===== src/rtl/fsx_pkg.sv =====
package fsx_pkg;
  // Encoded word-length select to bit count.
  function automatic int unsigned word_bits(input logic [1:0] sel);
    case (sel)
      2'd0:    return 8;
      2'd1:    return 12;
      2'd2:    return 16;
      default: return 24;
    endcase
  endfunction
endpackage


===== src/rtl/fsx_edge.sv =====
// Samples a bit clock and its frame sync into the system clock domain and
// produces single-cycle edge strobes aligned with the sampled sync level.
module fsx_edge (
  input  logic clk,
  input  logic rst,
  input  logic sck_in,
  input  logic fs_in,
  output logic rise,
  output logic fall,
  output logic fs_s
);
  logic sck_a, sck_b, fs_a;

  always_ff @(posedge clk) begin
    if (rst) begin
      sck_a <= 1'b0;
      sck_b <= 1'b0;
      fs_a  <= 1'b0;
    end else begin
      sck_a <= sck_in;
      sck_b <= sck_a;
      fs_a  <= fs_in;
    end
  end

  assign rise = sck_a & ~sck_b;
  assign fall = ~sck_a & sck_b;
  assign fs_s = fs_a;
endmodule


===== src/rtl/fsx_framer.sv =====
// Decides on which rising bit-clock edge a word begins for one direction.
module fsx_framer (
  input  logic clk,
  input  logic rst,
  input  logic rise,
  input  logic fs,
  input  logic bit_mode,
  input  logic gated,
  input  logic cnt_zero,
  input  logic cnt_le1,
  output logic start
);
  logic armed;

  // One-bit style: the sync level seen at a rising edge that closes the
  // current word (or finds the side idle) arms the next rising edge.
  always_ff @(posedge clk) begin
    if (rst) begin
      armed <= 1'b0;
    end else if (rise) begin
      armed <= ~gated & bit_mode & fs & cnt_le1;
    end
  end

  always_comb begin
    if (gated)         start = rise & cnt_zero;
    else if (bit_mode) start = rise & armed & cnt_zero;
    else               start = rise & fs & cnt_zero;
  end
endmodule


===== src/rtl/fsx_tx.sv =====
// Transmit holding register and MSB-first output shifter.
module fsx_tx #(
  parameter int MAX_W = 24,
  parameter int CW    = 5
) (
  input  logic             clk,
  input  logic             rst,
  input  logic             rise,
  input  logic             fall,
  input  logic             gated,
  input  logic             start,
  input  logic [CW-1:0]    w,
  input  logic             load,
  input  logic [MAX_W-1:0] load_data,
  output logic             empty,
  output logic             oe,
  output logic             sd,
  output logic             cnt_zero,
  output logic             cnt_le1
);
  logic [MAX_W-1:0] hold, sh, aligned;
  logic [CW-1:0]    cnt;

  assign aligned  = hold << (MAX_W - int'(w));
  assign cnt_zero = (cnt == '0);
  assign cnt_le1  = (cnt <= CW'(1));

  always_ff @(posedge clk) begin
    if (rst) begin
      hold  <= '0;
      sh    <= '0;
      cnt   <= '0;
      oe    <= 1'b0;
      sd    <= 1'b0;
      empty <= 1'b1;
    end else begin
      if (start) empty <= 1'b1;
      if (load) begin
        hold  <= load_data;
        empty <= 1'b0;
      end
      if (start) begin
        sd  <= aligned[MAX_W-1];
        sh  <= aligned << 1;
        cnt <= w - CW'(1);
        oe  <= 1'b1;
      end else if (rise && !cnt_zero) begin
        sd  <= sh[MAX_W-1];
        sh  <= sh << 1;
        cnt <= cnt - CW'(1);
      end else if (rise && !gated) begin
        oe <= 1'b0;
        sd <= 1'b0;
      end else if (fall && gated && cnt_zero) begin
        oe <= 1'b0;
        sd <= 1'b0;
      end
    end
  end

  assert_oe_follows_start_R2: assert property (@(posedge clk) disable iff (rst)
    start |=> oe);
  assert_oe_drop_edge_R7: assert property (@(posedge clk) disable iff (rst)
    $fell(oe) |-> $past(gated ? fall : rise));
  assert_empty_on_move_R10: assert property (@(posedge clk) disable iff (rst)
    (start && !load) |=> empty);
  assert_quiet_line_R7: assert property (@(posedge clk) disable iff (rst)
    !oe |-> !sd);
endmodule


===== src/rtl/fsx_rx.sv =====
// Receive shifter sampling on falling edges and receive data register.
module fsx_rx #(
  parameter int MAX_W = 24,
  parameter int CW    = 5
) (
  input  logic             clk,
  input  logic             rst,
  input  logic             fall,
  input  logic             start,
  input  logic             sd_in,
  input  logic [CW-1:0]    w,
  input  logic             ack,
  output logic [MAX_W-1:0] data,
  output logic             full,
  output logic             cnt_zero,
  output logic             cnt_le1
);
  logic [MAX_W-2:0] sh;
  logic [MAX_W-1:0] shv, mask;
  logic [CW-1:0]    cnt;
  logic             sd_q;
  logic             done;

  assign shv      = {sh, sd_q};
  assign mask     = {MAX_W{1'b1}} >> (MAX_W - int'(w));
  assign cnt_zero = (cnt == '0);
  assign cnt_le1  = (cnt <= CW'(1));
  assign done     = fall && (cnt == CW'(1));

  always_ff @(posedge clk) begin
    if (rst) begin
      sd_q <= 1'b0;
      sh   <= '0;
      cnt  <= '0;
      data <= '0;
      full <= 1'b0;
    end else begin
      sd_q <= sd_in;
      if (start) begin
        cnt <= w;
      end else if (fall && !cnt_zero) begin
        sh  <= shv[MAX_W-2:0];
        cnt <= cnt - CW'(1);
      end
      if (done) data <= shv & mask;
      if (done)     full <= 1'b1;
      else if (ack) full <= 1'b0;
    end
  end

  assert_full_after_fall_R5: assert property (@(posedge clk) disable iff (rst)
    $rose(full) |-> $past(fall));
  assert_cnt_bound_R1: assert property (@(posedge clk) disable iff (rst)
    cnt <= CW'(MAX_W));
endmodule


===== src/rtl/fsx_xcvr.sv =====
module fsx_xcvr #(
  parameter int MAX_W = 24
) (
  input  logic             clk,
  input  logic             rst,
  input  logic [1:0]       cfg_wl,
  input  logic             cfg_fs_bit,
  input  logic             cfg_fs_diff,
  input  logic             cfg_gated,
  input  logic             cfg_sync,
  input  logic             cfg_single_word,
  input  logic             tx_sck,
  input  logic             tx_fs,
  input  logic             rx_sck,
  input  logic             rx_fs,
  input  logic             rx_sd,
  input  logic [MAX_W-1:0] tx_data,
  input  logic             tx_load,
  input  logic             rx_ack,
  output logic             tx_sd,
  output logic             tx_oe,
  output logic             tx_empty,
  output logic [MAX_W-1:0] rx_data,
  output logic             rx_full,
  output logic             cfg_err
);
  localparam int CW = $clog2(MAX_W + 1);

  logic [CW-1:0] w;
  logic tx_bit, rx_bit;
  logic rx_sck_m, rx_fs_m;
  logic t_rise, t_fall, t_fs, r_rise, r_fall, r_fs;
  logic t_start, r_start;
  logic t_zero, t_le1, r_zero, r_le1;

  assign w        = CW'(fsx_pkg::word_bits(cfg_wl));
  assign rx_bit   = cfg_fs_bit;
  assign tx_bit   = cfg_fs_bit ^ cfg_fs_diff;
  assign rx_sck_m = cfg_sync ? tx_sck : rx_sck;
  assign rx_fs_m  = cfg_sync ? tx_fs  : rx_fs;

  always_ff @(posedge clk) begin
    if (rst) cfg_err <= 1'b0;
    else     cfg_err <= ~cfg_gated & cfg_single_word & (~tx_bit | ~rx_bit);
  end

  fsx_edge u_tedge (.clk(clk), .rst(rst), .sck_in(tx_sck), .fs_in(tx_fs),
                    .rise(t_rise), .fall(t_fall), .fs_s(t_fs));
  fsx_edge u_redge (.clk(clk), .rst(rst), .sck_in(rx_sck_m), .fs_in(rx_fs_m),
                    .rise(r_rise), .fall(r_fall), .fs_s(r_fs));

  fsx_framer u_tfrm (.clk(clk), .rst(rst), .rise(t_rise), .fs(t_fs),
                     .bit_mode(tx_bit), .gated(cfg_gated), .cnt_zero(t_zero),
                     .cnt_le1(t_le1), .start(t_start));
  fsx_framer u_rfrm (.clk(clk), .rst(rst), .rise(r_rise), .fs(r_fs),
                     .bit_mode(rx_bit), .gated(cfg_gated), .cnt_zero(r_zero),
                     .cnt_le1(r_le1), .start(r_start));

  fsx_tx #(.MAX_W(MAX_W), .CW(CW)) u_tx (
    .clk(clk), .rst(rst), .rise(t_rise), .fall(t_fall), .gated(cfg_gated),
    .start(t_start), .w(w), .load(tx_load), .load_data(tx_data),
    .empty(tx_empty), .oe(tx_oe), .sd(tx_sd), .cnt_zero(t_zero), .cnt_le1(t_le1));

  fsx_rx #(.MAX_W(MAX_W), .CW(CW)) u_rx (
    .clk(clk), .rst(rst), .fall(r_fall), .start(r_start), .sd_in(rx_sd),
    .w(w), .ack(rx_ack), .data(rx_data), .full(rx_full),
    .cnt_zero(r_zero), .cnt_le1(r_le1));

  assert_err_tracks_cfg_R12: assert property (@(posedge clk) disable iff (rst)
    (cfg_gated && $stable(cfg_gated)) |=> !cfg_err);
endmodule


===== config.mk =====
export PLATFORM = sky130hd
export DESIGN_NAME = fsx_xcvr
export DESIGN_NICKNAME = d
export VERILOG_FILES = /design/src/rtl/fsx_pkg.sv /design/src/rtl/fsx_edge.sv /design/src/rtl/fsx_framer.sv /design/src/rtl/fsx_tx.sv /design/src/rtl/fsx_rx.sv /design/src/rtl/fsx_xcvr.sv
export SDC_FILE = /design/constraint.sdc
export NUM_CORES = 1
export LEC_CHECK = 0
export BUFFER_PORTS_ARGS = -buffer_cell sky130_fd_sc_hd__clkbuf_2
export CAP_MARGIN = 10
export CORE_MARGIN = 5
export CORE_UTILIZATION = 30
export DETAILED_ROUTE_END_ITERATION = 8
export PLACE_DENSITY = 0.49
export SLEW_MARGIN = 20
export SYNTH_ARGS = -nofsm -noshare
export SYNTH_HDL_FRONTEND = slang
export SYNTH_HIERARCHICAL = 1
export SYNTH_SLANG_ARGS = --single-unit

===== constraint.sdc =====
create_clock -name clk -period 2.3 [get_ports clk]
set_input_delay 0.23 -clock clk [delete_from_list [all_inputs] [get_ports clk]]
set_output_delay 0.23 -clock clk [all_outputs]
set_load 0.005 [all_outputs]

**Word level (Yosys, flattened, before mapping)**

Cells that the tools add are included.

- Bits in registers: 118
- Bits of input ports: 40
- Output and inout bits: 29
- Logic and storage cells: 108

- Add/sub/neg operators: 4
- Magnitude comparators: 2
- Equal/unequal tests: 4
- Shift operators: 2
- Multiplexer cells: 23
- Bitwise operators: 33
- Reduce and logical (&&, ||, !) cells: 20

Operator list:

| cell | count |
|---|---|
| 2-to-1 mux 24 bit | 2 |
| left shift 24 x 32 -> 24 bit | 1 |
| >> shifter 24 x 32 -> 24 bit (first input constant) | 1 |
| bitwise AND 24 bit | 1 |
| bitwise AND 1 bit | 22 |
| 2-to-1 mux 5 bit | 4 |
| 2-to-1 mux 1 bit | 16 |
| case mux 5 bit (3 select lines) | 1 |
| subtractor 5 x 1 -> 5 bit (second input constant) | 3 |
| <= comparator 5 x 1 -> 1 bit (second input constant) | 2 |
| zero test 5 bit | 2 |
| inverter 1 bit | 8 |
| nonzero test 2 bit | 4 |
| logical AND 1 bit | 6 |
| subtractor 5 x 5 -> 6 bit (first input constant) | 1 |
| equality test 5 x 1 -> 1 bit (second input constant) | 1 |
| AND reduction 2 bit | 2 |
| nonzero test 4 bit | 1 |
| zero test 1 bit | 3 |
| nonzero test 3 bit | 1 |
| equality test 2 x 1 -> 1 bit (second input constant) | 1 |
| equality test 2 bit (second input constant) | 1 |
| zero test 2 bit | 1 |
| inequality test 2 bit (second input constant) | 1 |
| 2 further kinds | 2 |

**Longest topological paths before layout**

- Depth after elaboration: 8
- Gate-level depth with buffers: 12
- Gate-level depth less buffers: 10

**By module**

The synthesis kept the hierarchy.

Modules (own cells, without submodules):

| module | instances | cells an instance | area an instance (µm²) | sequential area each (µm²) |
|---|---|---|---|---|
| fsx_tx | 1 | 436 | 3584.7 | 1101.1 |
| fsx_rx | 1 | 244 | 2379.8 | 1081.0 |
| fsx_edge | 2 | 8 | 91.3 | 60.1 |
| fsx_framer | 2 | 7 | 68.8 | 20.0 |
| fsx_xcvr | 1 | 11 | 97.6 | 20.0 |

**Worst setup path before layout**

OpenSTA, ideal clock, no wires.

- Path kind: register to register
- From: register u_tx.cnt[0]
- To: register u_tx.sh[14]
- Library setup time: 0.086 ns
- Arrival: 2.169 ns
- Data required time: 2.214 ns
- Slack: 0.046 ns
- Stages on the path, launching flop included: 11
- Buffers on the path: 2
- Clock period less this slack: 2.254 ns
- Cell sequence: dfxtp_1 inv_1 ha_1 nor4b_2 o211a_1 clkbuf_1 clkinv_1 nand2_1 clkbuf_1 nor2_1 a211oi_1

- Cells in the longest elaborated chain, start to end: 5
- Elaborated cells between the ends (all ways): 10
- Classes of those cells: mux: 3; bitwise: 3; reduce/logical: 4

RTL lines:

| item | RTL line | source |
|---|---|---|
| start: declaration | fsx_tx.sv:22 | `logic [CW-1:0] cnt;` |
| start signal: assignment | fsx_tx.sv:45 | `cnt <= w - CW'(1);` |
| start signal: assignment | fsx_tx.sv:50 | `cnt <= cnt - CW'(1);` |
| zero test 5 bit * | fsx_tx.sv:25 | `assign cnt_zero = (cnt == '0);` |
| net t_zero | fsx_xcvr.sv:34 | `logic t_zero, t_le1, r_zero, r_le1;` |
| bitwise AND 1 bit (on tied branches) | fsx_framer.sv:28, fsx_framer.sv:27 |  |
| 2-to-1 mux 1 bit | fsx_framer.sv:27 | `else if (bit_mode) start = rise & armed & cnt_zero;` |
| 2-to-1 mux 1 bit * | fsx_framer.sv:26 | `if (gated) start = rise & cnt_zero;` |
| net t_start | fsx_xcvr.sv:33 | `logic t_start, r_start;` |
| 2-to-1 mux 24 bit / nonzero test 2 bit (equally long branches) | -- |  |
| end signal: assignment | fsx_tx.sv:44 | `sh <= aligned << 1;` |
| end signal: assignment | fsx_tx.sv:49 | `sh <= sh << 1;` |
| end: declaration | fsx_tx.sv:21 | `logic [MAX_W-1:0] hold, sh, aligned;` |

Mark *: on every way through the listed nets, which the timed path passes. The rest lies on a longest branch.
A chain may end at the register's enable or synchronous reset.

**Worst setup path in the final report**

- From: register u_tx.cnt[0]
- To: register u_tx.sh[19]

The elaborated chain is that of the path after synthesis.

==> results.sh <==
export IMPL_run_status="complete, no violations"
export IMPL_area_delta_synth_final_pct=26.2
export IMPL_die_area_um2=24300
export IMPL_use_met1_pct=21.7
export IMPL_netlist_instances=721
export IMPL_critPathMaxStageDelay_ns=0.34
export IMPL_nets=878
export IMPL_synth_edf_count=0
export IMPL_cts_setup_buffers=0
export IMPL_drt_wirelength_per_cell_um=16.4
export IMPL_rsz0062_at_grt="no"
export IMPL_multi_input_area_um2=3780
export IMPL_worst_path_max_delay_cell="o211a_2"
export IMPL_clock_path_buffers=2
export IMPL_synthTopCellsByCount="dfxtp_1, nor2_1, mux2i_1"
export IMPL_end_kind="flip-flop"
export IMPL_timing_hold_ws_ns=0.0387
export IMPL_synth_cell_types=73
export IMPL_htreeDepth=4
export IMPL_synth_seq_cells=118
export IMPL_worst_slew_pin_slew_ns=0.796
export IMPL_cp_cell_sequence="inv_1 -> ha_1 -> nor4b_2 -> o211a_2 -> nand2_2 -> nor3_2 -> nand2_1 -> a311o_1 -> a41oi_1"
export IMPL_grt_max_degree=43
export IMPL_grt_util_met3_pct=2.88
export IMPL_core_area_um2=21000
export IMPL_cp_startpoint="u_tx/cnt[0]"
export IMPL_total_power_mw=7.00
export IMPL_synth_flop_cell="dfxtp_1"
export IMPL_slew_viol_final=0
export IMPL_cts_made_buffers=17
export IMPL_fp_dieW_um=156
export IMPL_critPathMaxFanout=7
export IMPL_grt_util_met2_pct=23.3
export IMPL_grt_ovfl_total=0
export IMPL_required_ns=2.63
export IMPL_seq_area_frac_synth_pct=37.0
export IMPL_grt_pass1_wl_mm=29.8
export IMPL_yosysMostFrequentCell="dfxtp_1"
export IMPL_cts_sinks=118
export IMPL_wl_mm=18.3
export IMPL_ys_warn_count=6
export IMPL_hp_start="rx_sd"
export IMPL_clock_skew_ns=0.00663
export IMPL_nFillCells=2184
export IMPL_rows=53
export IMPL_p_leak_nw=3.27
export IMPL_maxCapViolCount=0
export IMPL_cts_tree="yes"
export IMPL_synth_area_leaders="dfxtp_1, mux2i_1, nor2_1, nand2_1, a32o_1"
export IMPL_antenna_found_initial=0
export IMPL_finalCoreUtilization_pct=38.4
export IMPL_slew_headroom_pct=46.5
export IMPL_yosysTopAreaCell="dfxtp_1"
export IMPL_first_pass_iters=6
export IMPL_busiest_layer="met2"
export IMPL_synth_top_area_share_pct=37.0
export IMPL_worstReg2RegStart="u_tx/cnt[0]"
export IMPL_irDropWorstVdd_mv=0.440
export IMPL_via_per_inst=5.01
export IMPL_final_area_um2=8050
export IMPL_min_period_ns=2.12
export IMPL_drcViolationCount=0
export IMPL_drive_gt1_share_pct=23.2
export IMPL_syn_area_per_cell_um2=8.85
export IMPL_cts_root_buffer="clkbuf_16"
export IMPL_fmax_ghz=0.471
export IMPL_worst_setup_path_start_kind="flip-flop"
export IMPL_dr_first_iter_drc_count=382
export IMPL_grt_pass1_vias=5531
export IMPL_die_y_um=156
export IMPL_fin_crit_sh_pct=92.3
export IMPL_clock_latency_ns=0.41
export IMPL_cts_clk_slew_worst_paths_ns=0.06
export IMPL_hpwlAfterDp_mm=13.5
export IMPL_setup_tns_ns=0
export IMPL_hold_viol=0
export IMPL_post_dp_cell_area_um2=7380
export IMPL_io_pins=69
export IMPL_ant_nets=0
export IMPL_async_flop_share_pct=0
export IMPL_antenna_cells=0
export IMPL_io_buffers=68
export IMPL_hold_path_class="input port to flip-flop"
export IMPL_finalSetupViolCount=0
export IMPL_vias=5596
export IMPL_arrival_ns=2.45
export IMPL_track_usage_pct=15.2
export IMPL_start_util_pct=30.5
export IMPL_powerDensity_nw_per_um2=869
export IMPL_path_class="flip-flop to flip-flop"
export IMPL_synth_area_um2=6380
export IMPL_place_gp_congestion=0.863
export IMPL_regArea_um2=2360
==> metal layers <==
metal / vias to the layer above / wire (µm)
li1: 2833 / -
met2: 101 / 8130
met5: - / 0
met3: 12 / 609
met1: 2650 / 9310
met4: 0 / 229
==> critical path: cells and delay by family, from the launching register on <==
family	cells	cell delay, ns
AOI/OAI and AO/OA	3	0.82
and+or+nand+nor	4	0.66
buffers and inverters	1	0.08
adders and majority gates	1	0.14
DFF	1	0.33
==> path summary, 6_finish.rpt <==
kind	slack, ns	endpoint	depth (start not counted)
setup / recovery	0.18	u_tx/sh[19]	9
hold / removal	0.04	u_rx/sd_q	2
setup reg to reg	0.18	u_tx/sh[19]	9
hold reg to reg	0.45	u_rx/data[8]	2
==> flip-flops by register name, summed over array words and instances, names as in the netlist <==
name / count
cfg_err: 1
u_redge/fs_s: 1
u_redge/sck_a: 1
u_redge/sck_b: 1
u_rfrm/armed: 1
u_rx/cnt: 5
u_rx/data: 24
u_rx/full: 1
u_rx/sd_q: 1
u_rx/sh: 23
u_tedge/fs_s: 1
u_tedge/sck_a: 1
u_tedge/sck_b: 1
u_tfrm/armed: 1
u_tx/cnt: 5
u_tx/empty: 1
u_tx/hold: 24
u_tx/oe: 1
u_tx/sd: 1
u_tx/sh: 23
==> timing repair <==
| item | in CTS | in global routing |
|---|---|---|
| setup endpoints to repair | 0 | 3 |
| hold buffers | 0 | 0 |
| gates resized for setup | 0 | 2 |
| endpoints found under the hold margin | 0 | 0 |
==> placed cells by master (no fill, tap or decap), types with 4 or more instances in the layout <==
cell type and count:
nor4_1 5, mux4_2 6, conb_1 14, nor2_1 111, o211ai_1 8, nand4_1 4, mux2i_1 76, a21boi_0 4
nand2b_1 10, nor3_1 16, o21ai_0 20, nand3_1 14, dfxtp_1 118, a32o_1 19, xnor2_1 8, clkbuf_16 17
nor4b_2 4, nor3_2 4, nor2b_1 15, a21oi_1 22, a31oi_1 11, clkbuf_2 67, or3_1 4, o22ai_1 13
a211oi_1 15, bufinv_16 6, ha_1 9, buf_12 4, mux2_2 4, nand2_1 55, xor2_1 4, inv_1 17
buf_4 55
==> cell families (layout without fill, tap and decap cells) <==
group,count (synthesis),in the layout,share of synthesized area (%)
buffers and inverters,69,177,4.76
AO/OA/AOI/OAI,162,162,19.6
other,1,14,0.0588
AND/OR/NAND/NOR,258,258,19.3
flip-flops,118,118,37.0
adder cells (fa/ha/maj),9,9,1.76
multiplexers,89,89,15.3
XOR/XNOR,15,15,2.29
==> power breakdown <==
part | total (mW) | switching, mW | internal [mW]
combinational | 1.65 | 0.922 | 0.727
sequential | 2.36 | 0.137 | 2.22
clock | 2.99 | 0.962 | 2.03
total | 7.00 | 2.02 | 4.98
==> per-stage QoR <==
stage,worst slack (ns),cells
2_1_floorplan,0.0457,734
3_3_place_gp,-0.0472,1085
3_5_place_dp,-0.0160,1085
4_1_cts,0.138,1117
5_1_grt,0.00641,1117
6_report,0.176,1117
==> final cells by class <==
| class | count | area share, % |
|---|---|---|
| clock buffers | 19 | 5.38 |
| clock inverters | 13 | 2.84 |
| flip-flops and latches | 118 | 29.3 |
| well taps | 275 | 4.27 |
| inverters | 19 | 0.886 |
| repair buffers | 126 | 10.3 |
| multi-input cells | 547 | 47.0 |
(Power assumes the default switching activity.)
